<file path="src/rtl/stm_pkg.sv">
package stm_pkg;
    // Width of every stream word, input and output.
    localparam int WORD_W = 32;

    typedef logic [WORD_W-1:0] word_t;
endpackage

</file>
<file path="src/rtl/stm_fifo.sv">
module stm_fifo #(
    parameter int DEPTH = 4,
    parameter int W     = 30
) (
    input  logic         clk,
    input  logic         rst,
    input  logic         push,
    input  logic [W-1:0] din,
    input  logic         pop,
    output logic [W-1:0] dout,
    output logic         empty,
    output logic         full
);
    localparam int PTR_W = (DEPTH > 1) ? $clog2(DEPTH) : 1;
    localparam int CNT_W = $clog2(DEPTH + 1);

    typedef struct packed {
        logic [DEPTH-1:0][W-1:0] mem;
        logic [PTR_W-1:0]        wr;
        logic [PTR_W-1:0]        rd;
        logic [CNT_W-1:0]        cnt;
    } fifo_state_t;

    fifo_state_t st_d, st_q;

    always_comb begin
        st_d = st_q;
        if (push) begin
            st_d.mem[st_q.wr] = din;
            st_d.wr = (st_q.wr == PTR_W'(DEPTH - 1)) ? '0 : st_q.wr + 1'b1;
        end
        if (pop) begin
            st_d.rd = (st_q.rd == PTR_W'(DEPTH - 1)) ? '0 : st_q.rd + 1'b1;
        end
        case ({push, pop})
            2'b10:   st_d.cnt = st_q.cnt + 1'b1;
            2'b01:   st_d.cnt = st_q.cnt - 1'b1;
            default: st_d.cnt = st_q.cnt;
        endcase
    end

    always_ff @(posedge clk) begin
        if (rst) st_q <= '0;
        else     st_q <= st_d;
    end

    assign dout  = st_q.mem[st_q.rd];
    assign empty = (st_q.cnt == '0);
    assign full  = (st_q.cnt == CNT_W'(DEPTH));

    // a word is never written into a full buffer
    a_r5_no_overflow: assert property (@(posedge clk) disable iff (rst)
        push |-> !full);
    // a word is never read from an empty buffer
    a_r8_no_underflow: assert property (@(posedge clk) disable iff (rst)
        pop |-> !empty);
endmodule

</file>
<file path="src/rtl/stm_rr_arb.sv">
module stm_rr_arb #(
    parameter int N = 4
) (
    input  logic                 clk,
    input  logic                 rst,
    input  logic [N-1:0]         req,
    input  logic                 take,
    output logic                 gnt_valid,
    output logic [$clog2(N)-1:0] gnt_idx
);
    localparam int IDX_W = $clog2(N);

    typedef struct packed {
        logic [IDX_W-1:0] ptr;
    } arb_state_t;

    arb_state_t st_d, st_q;
    logic             found;
    logic [IDX_W-1:0] pick;

    always_comb begin
        int c;
        found = 1'b0;
        pick  = '0;
        for (int k = 0; k < N; k++) begin
            c = int'(st_q.ptr) + k;
            if (c >= N) c = c - N;
            if (!found && req[c]) begin
                found = 1'b1;
                pick  = IDX_W'(c);
            end
        end
        st_d = st_q;
        if (take && found) begin
            st_d.ptr = (int'(pick) == N - 1) ? '0 : pick + 1'b1;
        end
    end

    always_ff @(posedge clk) begin
        if (rst) st_q <= '0;
        else     st_q <= st_d;
    end

    assign gnt_valid = found;
    assign gnt_idx   = pick;

    // grant only to an input that holds a word
    a_r8_grant_has_req: assert property (@(posedge clk) disable iff (rst)
        gnt_valid |-> req[gnt_idx]);
    // the pointer is consumed only with a live grant
    a_r7_take_needs_grant: assert property (@(posedge clk) disable iff (rst)
        take |-> gnt_valid);
endmodule

</file>
<file path="src/rtl/stm_tag_out.sv">
module stm_tag_out
    import stm_pkg::*;
#(
    parameter int TAG_W = 2
) (
    input  logic                      clk,
    input  logic                      rst,
    input  logic                      avail,
    input  logic [TAG_W-1:0]          tag,
    input  logic [WORD_W-TAG_W-1:0]   payload,
    output logic                      take,
    output logic                      m_tvalid,
    output word_t                     m_tdata,
    input  logic                      m_tready
);
    typedef struct packed {
        logic  valid;
        word_t data;
    } out_state_t;

    out_state_t st_d, st_q;

    always_comb begin
        st_d = st_q;
        take = avail && (!st_q.valid || m_tready);
        if (take) begin
            st_d.valid = 1'b1;
            st_d.data  = {tag, payload};
        end else if (m_tready) begin
            st_d.valid = 1'b0;
        end
    end

    always_ff @(posedge clk) begin
        if (rst) st_q <= '0;
        else     st_q <= st_d;
    end

    assign m_tvalid = st_q.valid;
    assign m_tdata  = st_q.data;
endmodule

</file>
<file path="src/rtl/stream_merger_tagged.sv">
module stream_merger_tagged
    import stm_pkg::*;
#(
    parameter int N_IN       = 4,
    parameter int FIFO_DEPTH = 4
) (
    input  logic                     clk,
    input  logic                     rst,
    input  logic [N_IN*WORD_W-1:0]   s_tdata,
    input  logic [N_IN-1:0]          s_tvalid,
    output logic [N_IN-1:0]          s_tready,
    output logic [WORD_W-1:0]        m_tdata,
    output logic                     m_tvalid,
    input  logic                     m_tready
);
    localparam int TAG_W = $clog2(N_IN);
    localparam int PAY_W = WORD_W - TAG_W;

    logic [N_IN-1:0]            push, pop, empty, full;
    logic [N_IN-1:0][PAY_W-1:0] heads;
    logic                       gnt_valid, take;
    logic [TAG_W-1:0]           gnt_idx;
    logic [PAY_W-1:0]           head_sel;

    for (genvar i = 0; i < N_IN; i++) begin : g_in
        assign s_tready[i] = !full[i];
        assign push[i]     = s_tvalid[i] && !full[i];
        assign pop[i]      = take && (gnt_idx == TAG_W'(i));

        stm_fifo #(.DEPTH(FIFO_DEPTH), .W(PAY_W)) u_fifo (
            .clk   (clk),
            .rst   (rst),
            .push  (push[i]),
            .din   (s_tdata[i*WORD_W +: PAY_W]),
            .pop   (pop[i]),
            .dout  (heads[i]),
            .empty (empty[i]),
            .full  (full[i])
        );

        // ready, once high, waits for a valid before it may drop
        a_r4_ready_hold: assert property (@(posedge clk) disable iff (rst)
            (s_tready[i] && !s_tvalid[i]) |=> s_tready[i]);
    end

    stm_rr_arb #(.N(N_IN)) u_arb (
        .clk       (clk),
        .rst       (rst),
        .req       (~empty),
        .take      (take),
        .gnt_valid (gnt_valid),
        .gnt_idx   (gnt_idx)
    );

    assign head_sel = heads[gnt_idx];

    stm_tag_out #(.TAG_W(TAG_W)) u_out (
        .clk      (clk),
        .rst      (rst),
        .avail    (gnt_valid),
        .tag      (gnt_idx),
        .payload  (head_sel),
        .take     (take),
        .m_tvalid (m_tvalid),
        .m_tdata  (m_tdata),
        .m_tready (m_tready)
    );

    // reset leaves the output idle
    a_r1_reset_idle: assert property (@(posedge clk)
        rst |=> !m_tvalid);
    // an offered word is not withdrawn
    a_r2_hold_valid: assert property (@(posedge clk) disable iff (rst)
        (m_tvalid && !m_tready) |=> m_tvalid);
    // an offered word is not altered while stalled
    a_r3_hold_data: assert property (@(posedge clk) disable iff (rst)
        (m_tvalid && !m_tready) |=> $stable(m_tdata));
    // a waiting grant is never left idle when the output frees up
    a_r9_no_bubble: assert property (@(posedge clk) disable iff (rst)
        (gnt_valid && m_tready) |=> m_tvalid);
endmodule

</file>
<file path="config.mk">
export PLATFORM = sky130hd
export DESIGN_NAME = stream_merger_tagged
export DESIGN_NICKNAME = d
export VERILOG_FILES = /design/src/rtl/stm_pkg.sv /design/src/rtl/stm_fifo.sv /design/src/rtl/stm_rr_arb.sv /design/src/rtl/stm_tag_out.sv /design/src/rtl/stream_merger_tagged.sv
export SDC_FILE = /design/constraint.sdc
export NUM_CORES = 1
export LEC_CHECK = 0
export BUFFER_PORTS_ARGS = -buffer_cell sky130_fd_sc_hd__buf_2
export CAP_MARGIN = 20
export CORE_UTILIZATION = 57
export CTS_CLUSTER_SIZE = 24
export DETAILED_ROUTE_END_ITERATION = 8
export PLACE_DENSITY = 0.88
export REMOVE_ABC_BUFFERS = 1
export SYNTH_ARGS = -nofsm -noshare
export SYNTH_HDL_FRONTEND = slang
export SYNTH_HIERARCHICAL = 1
export SYNTH_SLANG_ARGS = --single-unit
</file>
<file path="constraint.sdc">
create_clock -name clk -period 3.6 [get_ports clk]
set_input_delay 0.54 -clock clk [delete_from_list [all_inputs] [get_ports clk]]
set_output_delay 0.54 -clock clk [all_outputs]
set_load 0.03 [all_outputs]
</file>
### After elaboration in Yosys (flattened, before gate mapping)

Cells that the tools add are included.

| word-level totals | value |
|---|---|
| logic and storage cells | 198 |
| bits in registers | 543 |
| output and inout bits | 37 |

| operators by class | value |
|---|---|
| muxes and demuxes | 61 |
| reductions and logical operators | 36 |
| bitwise gates (word level) | 1 |
| add/subtract/negate cells | 24 |
| eq/ne operators | 24 |
| order comparisons | 21 |

Operators with widths:

| kind | count |
|---|---|
| $bwmux 120 | 4 |
| $bmux 30 s2 | 5 |
| $mux 30 | 9 |
| $demux 30 s2 | 4 |
| $lt 32x4->1 const B | 4 |
| $mux 32 | 4 |
| $ge 32x4->1 const B | 3 |
| $sub 32x4->32 const B | 3 |
| $eq 2x2->1 const B | 14 |
| $lt 2x3->1 const B | 9 |
| $mux 2 | 13 |
| $pmux 3 s2 | 4 |
| $add 2x1->2 const B | 9 |
| $logic_and 1x1->1 | 17 |
| $mux 1 | 14 |
| $add 3x1->3 const B | 4 |
| $eq 2x1->1 const B | 6 |
| $eq 3x3->1 const B | 4 |
| $logic_not 3->1 | 4 |
| $sub 3x1->3 const B | 4 |
| $reduce_bool 2->1 | 5 |
| $bmux 1 s2 | 4 |
| $ge 2x1->1 const B | 4 |
| $logic_not 1->1 | 8 |
| 7 further kinds | 8 |

### Longest topological paths before layout

Gate-level depths: netlist of the first run.

| logic depth | value |
|---|---|
| word-level depth | 19 |
| mapped depth | 14 |

### Hierarchy

The synthesis of the first run kept the hierarchy.

By module, submodules not included:

| module | cells an instance | times used | seq. area each (um^2) | area each (um^2) |
|---|---|---|---|---|
| stm_fifo | 605 | 4 | 2542.4 | 5261.3 |
| stm_tag_out | 144 | 1 | 660.6 | 1503.9 |
| stream_merger_tagged | 54 | 1 | 0.0 | 852.1 |
| stm_rr_arb | 27 | 1 | 40.0 | 185.2 |

### Least setup slack after synthesis of the first run

No wires, ideal clock.

| timing | value |
|---|---|
| path kind | register to register |
| start point | register g_in[0].u_fifo/st_q[2] (netlist bit) |
| end point | register g_in[1].u_fifo/st_q[2] (netlist bit) |
| arrival time | 2.890 ns |
| library setup time | 0.070 ns |
| setup slack | 0.640 ns |
| cell stages (with the launch flop) | 14 |
| cells stage by stage | dfxtp_1 > nor3_1 > inv_1 > a221o_2 > a21oi_1 > buf_6 > buf_6 > and3b_1 > ha_1 > inv_1 > fa_1 > xor2_1 > or3_1 > a21oi_1 |

| on the way | value |
|---|---|
| cells in the longest elaborated chain, start to end | 19 |

Ends and longest elaborated chain:

| element | RTL line | RTL |
|---|---|---|
| start, declared | stm_fifo.sv:24 | `fifo_state_t st_d, st_q;` |
| start signal, assigned | stm_fifo.sv:44 | `else st_q <= st_d;` |
| $logic_not 3->1 * | stm_fifo.sv:48 | `assign empty = (st_q.cnt == '0);` |
| named net empty[0] | stream_merger_tagged.sv:19 | `logic [N_IN-1:0] push, pop, empty, full;` |
| $not 4->4 * | stream_merger_tagged.sv:49 | `.req (~empty),` |
| $bmux 1 s2 | stm_rr_arb.sv:28 | `if (!found && req[c]) begin` |
| $mux 1 (implied by the code) (2 in series) | stm_rr_arb.sv:28 |  |
| $mux 1 | stm_rr_arb.sv:28 |  |
| $logic_not 1->1 | stm_rr_arb.sv:28 |  |
| $logic_and 1x1->1 | stm_rr_arb.sv:28 |  |
| (+5 left out) | -- |  |
| $logic_and 1x1->1 | stm_rr_arb.sv:28 |  |
| $mux 2 * | stm_rr_arb.sv:28 |  |
| named net gnt_idx[0] | stream_merger_tagged.sv:22 | `logic [TAG_W-1:0] gnt_idx;` |
| $eq 2x1->1 * | stream_merger_tagged.sv:28 | `assign pop[i] = take && (gnt_idx == TAG_W'(i));` |
| $logic_and 1x1->1 * | stream_merger_tagged.sv:28 |  |
| named net pop[1] | stream_merger_tagged.sv:19 |  |
| $eq 2x1->1 or $eq 2x2->1 (tied branches) | stm_fifo.sv:35 | `case ({push, pop})` |
| $pmux 3 s2 or $reduce_bool 2->1 (tied branches) | -- |  |
| end signal, assigned | stm_fifo.sv:44 |  |
| end, declared | stm_fifo.sv:24 |  |

Mark *: on every way through the listed nets, which the timed path passes. The rest lies on a longest branch. The select of a mux whose other input is x is not followed.
A chain may end at the register's enable or synchronous reset.

### Worst setup path in the final report of the first run

| timing | value |
|---|---|
| start point | register g_in[3].u_fifo/st_q[2] (netlist bit) |
| end point | register g_in[0].u_fifo/st_q[2] (netlist bit) |

| on the way | value |
|---|---|
| cells in the longest elaborated chain, start to end | 19 |

Ends and longest elaborated chain:

| element | RTL line |
|---|---|
| start, declared | stm_fifo.sv:24 |
| start signal, assigned | stm_fifo.sv:44 |
| $logic_not 3->1 * | stm_fifo.sv:48 |
| named net empty[3] | stream_merger_tagged.sv:19 |
| $not 4->4 * | stream_merger_tagged.sv:49 |
| $bmux 1 s2 | stm_rr_arb.sv:28 |
| $mux 1 (implied by the code) (2 in series) | stm_rr_arb.sv:28 |
| $mux 1 | stm_rr_arb.sv:28 |
| $logic_not 1->1 | stm_rr_arb.sv:28 |
| $logic_and 1x1->1 | stm_rr_arb.sv:28 |
| (+5 left out) | -- |
| $logic_and 1x1->1 | stm_rr_arb.sv:28 |
| $mux 2 * | stm_rr_arb.sv:28 |
| named net gnt_idx[0] | stream_merger_tagged.sv:22 |
| $logic_not 2->1 * | stream_merger_tagged.sv:28 |
| $logic_and 1x1->1 * | stream_merger_tagged.sv:28 |
| named net pop[0] | stream_merger_tagged.sv:19 |
| $eq 2x1->1 or $eq 2x2->1 (tied branches) | stm_fifo.sv:35 |
| $pmux 3 s2 or $reduce_bool 2->1 (tied branches) | -- |

Marks and branches as above.

==> results of run 1 <==
[final cells by class]
class	instances	area share
Tap cell	532	0.0254
Sequential cell	543	0.415
Antenna cell	13	0.00124
Clock buffer	77	0.0575
Inverter	37	0.00530
Clock inverter	17	0.00721
Multi-Input combinational cell	1862	0.435
Timing Repair Buffer	222	0.0532
[state kept, by name, summed over array words and instances (netlist names)]
name	flops
g_in.u_fifo/st_q	508
u_arb/st_q	2
u_out/m_tdata	32
u_out/m_tvalid	1
[kinds of logic after synthesis]
group / count (synthesis)
AO/OA/AOI/OAI: 511
flip-flops: 543
AND/OR/NAND/NOR: 1121
adder cells (fa/ha/maj): 28
buffers and inverters: 240
multiplexers: 194
XOR/XNOR: 8
[through the flow]
| stage | std cells | hold slack (ns) | worst slack, ns | area, um2 | total power, mW |
|---|---|---|---|---|---|
| floorplan | 2442 | 0.425 | -1.75 | 22400 | 10.6 |
| global placement | 3196 | 0.437 | 0.606 | 24500 | 12.8 |
| detailed placement | 3196 | 0.445 | 0.512 | 24500 | 13.0 |
| CTS | 3290 | 0.200 | 0.417 | 26200 | 18.4 |
| global route | 3302 | 0.219 | 0.254 | 26200 | 19.2 |
| finish | 3303 | 0.216 | 0.416 | 26200 | 18.6 |
[worst max path at each step]
stage	start	endpoint
4_1_cts	g_in[3].u_fifo/st_q[2]	g_in[0].u_fifo/st_q[2]
3_5_place_dp	g_in[1].u_fifo/st_q[0]	g_in[3].u_fifo/st_q[2]
2_1_floorplan	g_in[0].u_fifo/st_q[2]	g_in[3].u_fifo/st_q[2]
6_report	g_in[3].u_fifo/st_q[2]	g_in[0].u_fifo/st_q[2]
5_1_grt	g_in[3].u_fifo/st_q[2]	g_in[0].u_fifo/st_q[2]
3_3_place_gp	g_in[1].u_fifo/st_q[2]	g_in[3].u_fifo/st_q[2]
[synthesized netlist by cell type, drive strengths merged (4+ instances only)]
cell / number
nor3b: 5
mux4: 150
dfxtp: 543
buf: 139
and2: 16
xor2: 8
a21oi: 498
nor2: 35
nor2b: 4
clkbuf: 64
ha: 24
inv: 37
or3: 4
mux2i: 44
nand2b: 65
and3: 6
fa: 4
o21ai: 8
nand2: 977
nor3: 4
[power breakdown]
part | switching [mW] | internal (mW)
clock network | 2.31 | 3.18
logic | 3.52 | 2.42
registers | 0.527 | 6.61
[critical path: stages, from the launching register on]
cell                      delay (ns)
sky130_fd_sc_hd__dfxtp_1        0.35
sky130_fd_sc_hd__nor3_1         0.24
sky130_fd_sc_hd__inv_1          0.15
sky130_fd_sc_hd__or2b_1         0.26
sky130_fd_sc_hd__nand3_1        0.16
sky130_fd_sc_hd__a21oi_4        0.10
sky130_fd_sc_hd__buf_4          0.20
sky130_fd_sc_hd__nor3b_1        0.33
sky130_fd_sc_hd__ha_1           0.26
sky130_fd_sc_hd__inv_1          0.06
sky130_fd_sc_hd__fa_1           0.38
sky130_fd_sc_hd__xor2_1         0.17
sky130_fd_sc_hd__or3_1          0.31
sky130_fd_sc_hd__a21oi_1        0.16
[metal layers]
layer  wire (um)  track usage
met5          46            0
met3        7470       0.0676
met2       32400        0.512
met1       23800        0.384
met4        5220        0.233
==> results.json, run 1 <==
{
  "drc_errors": 0,
  "tritoncts.num_buffers": 52,
  "detail_route.iter0.violations": 2375,
  "arrival_ns": 3.69,
  "fp.dieW_um": 205,
  "start_util": 0.578,
  "routed_wire_length_per_instance_um": 20.8,
  "hold_path.class": "in2reg",
  "main_combinational_cell_family_by_area_after_synthesis": "simple AND/OR/NAND/NOR gates",
  "worst_hold_path_cell_count": 3,
  "async_reset_ff_frac": 0,
  "dr.pass1.iters": 8,
  "report.final.setup_viol": 0,
  "nNetsFinal": 2881,
  "most_frequent_cells_in_the_layout": "977 x sky130_fd_sc_hd__nand2_1, 539 x sky130_fd_sc_hd__dfxtp_1, 496 x sky130_fd_sc_hd__a21oi_1",
  "multiInputGateArea_um2": 11400,
  "synthDominantAreaCellType": "sky130_fd_sc_hd__dfxtp_1",
  "die_area_um2": 42200,
  "maxCapViolations": 0,
  "mostFrequentLayoutCell": "sky130_fd_sc_hd__nand2_1",
  "worstSkewPairLatency_ns": 0.59,
  "dp_hpwl_um": 44000,
  "cellPowerDensity_nw_per_um2": 709,
  "post-cts-setup-buffer-count": 0,
  "yosysTopAreaCellShare": 0.461,
  "cells_after_synthesis": 2645,
  "ys_seq_elements": 543,
  "layout.filler_cells": 2952,
  "outcome": "complete, no violations",
  "htreeDepth": 2,
  "synthDistinctLibCells": 33,
  "synth_area_um2": 23600,
  "cts.root.buffer_cell": "sky130_fd_sc_hd__clkbuf_16",
  "number_of_nets_still_failing_antenna_checks_after_routing": 0,
  "grt-ovfl-total": 0,
  "final.setup_skew_ns": 0.0127,
  "post-route-util": 0.642,
  "grt_setup_unrepaired": "no",
  "synth-edff-count": 0,
  "ys_top_cells_by_area": "sky130_fd_sc_hd__dfxtp_1 46%, sky130_fd_sc_hd__nand2_1 16%, sky130_fd_sc_hd__mux4_2 14%",
  "timing.setup.critical_path_class": "reg2reg",
  "maximum_fanout_along_the_worst_path": 8,
  "synth_adder_area_share": 0.0161,
  "cp.required_ns": 4.11,
  "route.vias.total": 20200,
  "sort_of_element_at_the_start_of_the_critical_path": "flop",
  "sequential_cell_area_um2": 10900,
  "vias_in_the_first_global_route": 19500,
  "yosys_warnings": 6,
  "antenna_violations_before_repair": 16,
  "cts.path.max_buffers": 3,
  "cts_tree": "built",
  "worst_case_reg_to_reg_path_depth": 13,
  "finalHoldViolCount": 0,
  "max_slew_margin": 0.361,
  "final-max-slew-violation-count": 0,
  "cts.hold.buffers_added": 0,
  "fp.dieH_um": 205,
  "reg2reg_setup_slack_ns": 0.42,
  "numClockSinks": 543,
  "io_pins": 172,
  "synthXorXnorAreaFrac": 0.00297,
  "io_buffers": 163,
  "power_leakage_nw": 9.38,
  "timing.hold.worst_endpoint": "g_in[3].u_fifo/st_q[113]",
  "layout_worst_path_cycle_share": 0.884,
  "combined_global_route_utilization_of_all_metal_layers": 0.320,
  "r2r_end": "g_in[0].u_fifo/st_q[2]",
  "post_cts_resize_count": 0,
  "yosys.area_share.simple": 0.190,
  "placement_rows": 74,
  "r2r-start": "g_in[3].u_fifo/st_q[2]",
  "pin_count_of_the_biggest_net_entering_global_routing": 136,
  "viasPerCell": 6.11,
  "layout-drive-gt1-share": 0.164,
  "ys_dominant_reg_cell": "sky130_fd_sc_hd__dfxtp_1",
  "synth_area_per_cell_um2": 8.92,
  "detail_route.wirelength_um": 68900,
  "hold_path_startpoint": "s_tdata[112]",
  "worst_slew_pin_slew_ns": 0.957,
  "compound_gate_portion_of_the_synthesized_area": 0.110,
  "finalCriticalPeriod_ns": 3.18,
  "yosys-mux-area-fraction": 0.163,
  "areaGrowthSynthToFinish_pct": 11.1,
  "first_pass_grt_wire_length_um": 104000,
  "cts.reportedPaths.clkPinSlew_ns": 0.06,
  "fp.coreArea_um2": 40800,
  "peakVddDrop_uv": 491,
  "seq_area_frac_synth": 0.461,
  "critical_path.endpoint_type": "flop",
  "max_freq_mhz": 314,
  "gp_congestion": 0.860,
  "setup-tns-final_ns": 0
}
Power figures use the tool's default switching activity.
==> run 2: changes to the inputs <==
- REMOVE_ABC_BUFFERS: 1 -> not set
==> run 2 against run 1 <==
Combinational power is 2% lower. Global-route usage down 0.17 points. Clock skew is essentially flat. Register-to-register slack worse by 0.18 ns. Routed wire length fell by 1.7%. Sequential cell count is the same. Via count down 0.69%. Highest routed layer unchanged.
==> results.json, run 2 (synthesized netlist as in run 1, its figures left out) <==
{
  "post_cts_resize_count": 0,
  "number_of_buffers_and_inverters_on_the_critical_path": 2,
  "viasPerCell": 6.08,
  "cts.reportedPaths.clkPinSlew_ns": 0.06,
  "layout_worst_path_cycle_share": 0.934,
  "layout.filler_cells": 2929,
  "maxCapViolations": 0,
  "mostFrequentLayoutCell": "sky130_fd_sc_hd__nand2_1",
  "fp.dieW_um": 205,
  "vias_in_the_first_global_route": 19300,
  "flip_flop_count_of_the_largest_register_after_layout": 508,
  "grt_setup_unrepaired": "no",
  "finalHoldViolCount": 0,
  "combined_global_route_utilization_of_all_metal_layers": 0.319,
  "numClockSinks": 543,
  "post-cts-setup-buffer-count": 0,
  "nNetsFinal": 2883,
  "io_buffers": 163,
  "maximum_fanout_along_the_worst_path": 17,
  "detail_route.wirelength_um": 67700,
  "largest-register": "g_in.u_fifo/st_q",
  "final-max-slew-violation-count": 0,
  "sort_of_element_at_the_start_of_the_critical_path": "flop",
  "timing.setup.critical_path_class": "reg2reg",
  "dp_hpwl_um": 44300,
  "setup-tns-final_ns": 0,
  "number_of_nets_still_failing_antenna_checks_after_routing": 0,
  "cellPowerDensity_nw_per_um2": 711,
  "critical_path.cell_chain": "nor3_1 > inv_1 > a21oi_1 > o21ai_0 > a21oi_4 > and3_1 > ha_1 > inv_1 > fa_1 > xor2_1 > or3_1 > a21oi_1",
  "worstSkewPairLatency_ns": 0.60,
  "hold_path.class": "in2reg",
  "finalCriticalPeriod_ns": 3.36,
  "areaGrowthSynthToFinish_pct": 11.0,
  "worst_path_dominant_cell_family": "compound AO/OA/AOI/OAI gates",
  "placement_rows": 74,
  "peakVddDrop_uv": 428,
  "first_pass_grt_wire_length_um": 104000,
  "most_frequent_cells_in_the_layout": "977 x sky130_fd_sc_hd__nand2_1, 539 x sky130_fd_sc_hd__dfxtp_1, 496 x sky130_fd_sc_hd__a21oi_1",
  "grt-ovfl-total": 0,
  "cp.required_ns": 4.12,
  "critical_path.endpoint_type": "flop",
  "antenna_violations_before_repair": 11,
  "route.vias.total": 20000,
  "r2r-start": "g_in[0].u_fifo/st_q[2]",
  "worst_setup_path_startpoint": "g_in[0].u_fifo/st_q[2]",
  "htreeDepth": 2,
  "cts_tree": "built",
  "report.final.setup_viol": 0,
  "gp_congestion": 0.891,
  "max_freq_mhz": 298,
  "die_area_um2": 42200,
  "cts.path.max_buffers": 3,
  "power_leakage_nw": 9.37,
  "worst_slew_pin_slew_ns": 0.873,
  "layout-drive-gt1-share": 0.163,
  "detail_route.iter0.violations": 2747,
  "total_power_mw": 18.6,
  "outcome": "complete, no violations",
  "hold_path_startpoint": "s_tdata[16]",
  "final.setup_skew_ns": 0.0125,
  "io_pins": 172,
  "drc_errors": 0,
  "start_util": 0.578,
  "mappedNetlistNets": 2808,
  "arrival_ns": 3.88,
  "max_stage_delay_ns": 0.50,
  "crit_path_top_delay_cell": "sky130_fd_sc_hd__a21oi_4",
  "fp.coreArea_um2": 40800,
  "tritoncts.num_buffers": 53,
  "dr.pass1.iters": 9,
  "cts.hold.buffers_added": 0,
  "cts.root.buffer_cell": "sky130_fd_sc_hd__clkbuf_16",
  "routed_wire_length_per_instance_um": 20.5,
  "max_slew_margin": 0.417,
  "fp.dieH_um": 205,
  "pin_count_of_the_biggest_net_entering_global_routing": 145
}
## run 2: cell types whose count changed in the layout (fill, tap and decap cells not counted), sizes merged
cell / delta
bufinv: +2
clkinv: -7
clkbuf: +2
inv: -1
buf: +1
diode: -2
## run 2: layer usage
layer,GRT usage,up-vias,share of wire
met5,0,-,0.00066
met4,0.218,6,0.074
met3,0.0729,246,0.12
met2,0.495,1206,0.45
met1,0.396,9557,0.35
li1,-,9029,-
## run 2: metrics by stage
step           std cells  hold slack (ns)  utilization  instance area (um2)  setup slack [ns]
3_3_place_gp        3197            0.437        0.598                24400             0.543
6_report            3298            0.209        0.641                26200             0.239
5_1_grt             3290            0.207        0.641                26200            0.0367
4_1_cts             3287            0.193        0.641                26200             0.299
3_5_place_dp        3197            0.443        0.598                24400             0.344
2_1_floorplan       2645            0.432            -                23600             0.640
## run 2: power breakdown
part           internal, mW  switching [mW]  leakage [nW]
Sequential             6.61           0.572          4.41
Clock                  3.33            2.28         0.849
Combinational          2.40            3.43          4.11
Total                  12.3            6.28          9.37
## run 2: layout make-up
cell class	instances	area, um2	area share
multi-input combinational	1862	11400	0.435
clock buffer	79	1520	0.0582
antenna	11	27.5	0.00105
inverter	37	139	0.00530
sequential	543	10900	0.415
timing repair buffer	223	1350	0.0516
tap	532	666	0.0254
clock inverter	11	213	0.00812
## run 2: path summary, 6_finish.rpt
kind | end | slack, ns | depth (start not counted)
worst max-delay path | g_in[3].u_fifo/st_q[2] | 0.24 | 12
worst min-delay path | g_in[0].u_fifo/st_q[53] | 0.21 | 3
worst max register to register | g_in[3].u_fifo/st_q[2] | 0.24 | 12
worst min register to register | g_in[0].u_fifo/st_q[52] | 0.45 | 2
## run 2: worst register-to-register path, stage by stage, from the launching register on
cell and delay [ns]:
sky130_fd_sc_hd__dfxtp_1 0.33, sky130_fd_sc_hd__nor3_1 0.22, sky130_fd_sc_hd__inv_1 0.16, sky130_fd_sc_hd__a21oi_1 0.21, sky130_fd_sc_hd__o21ai_0 0.19, sky130_fd_sc_hd__a21oi_4 0.50
sky130_fd_sc_hd__and3_1 0.36, sky130_fd_sc_hd__ha_1 0.24, sky130_fd_sc_hd__inv_1 0.08, sky130_fd_sc_hd__fa_1 0.39, sky130_fd_sc_hd__xor2_1 0.16, sky130_fd_sc_hd__or3_1 0.30
sky130_fd_sc_hd__a21oi_1 0.15
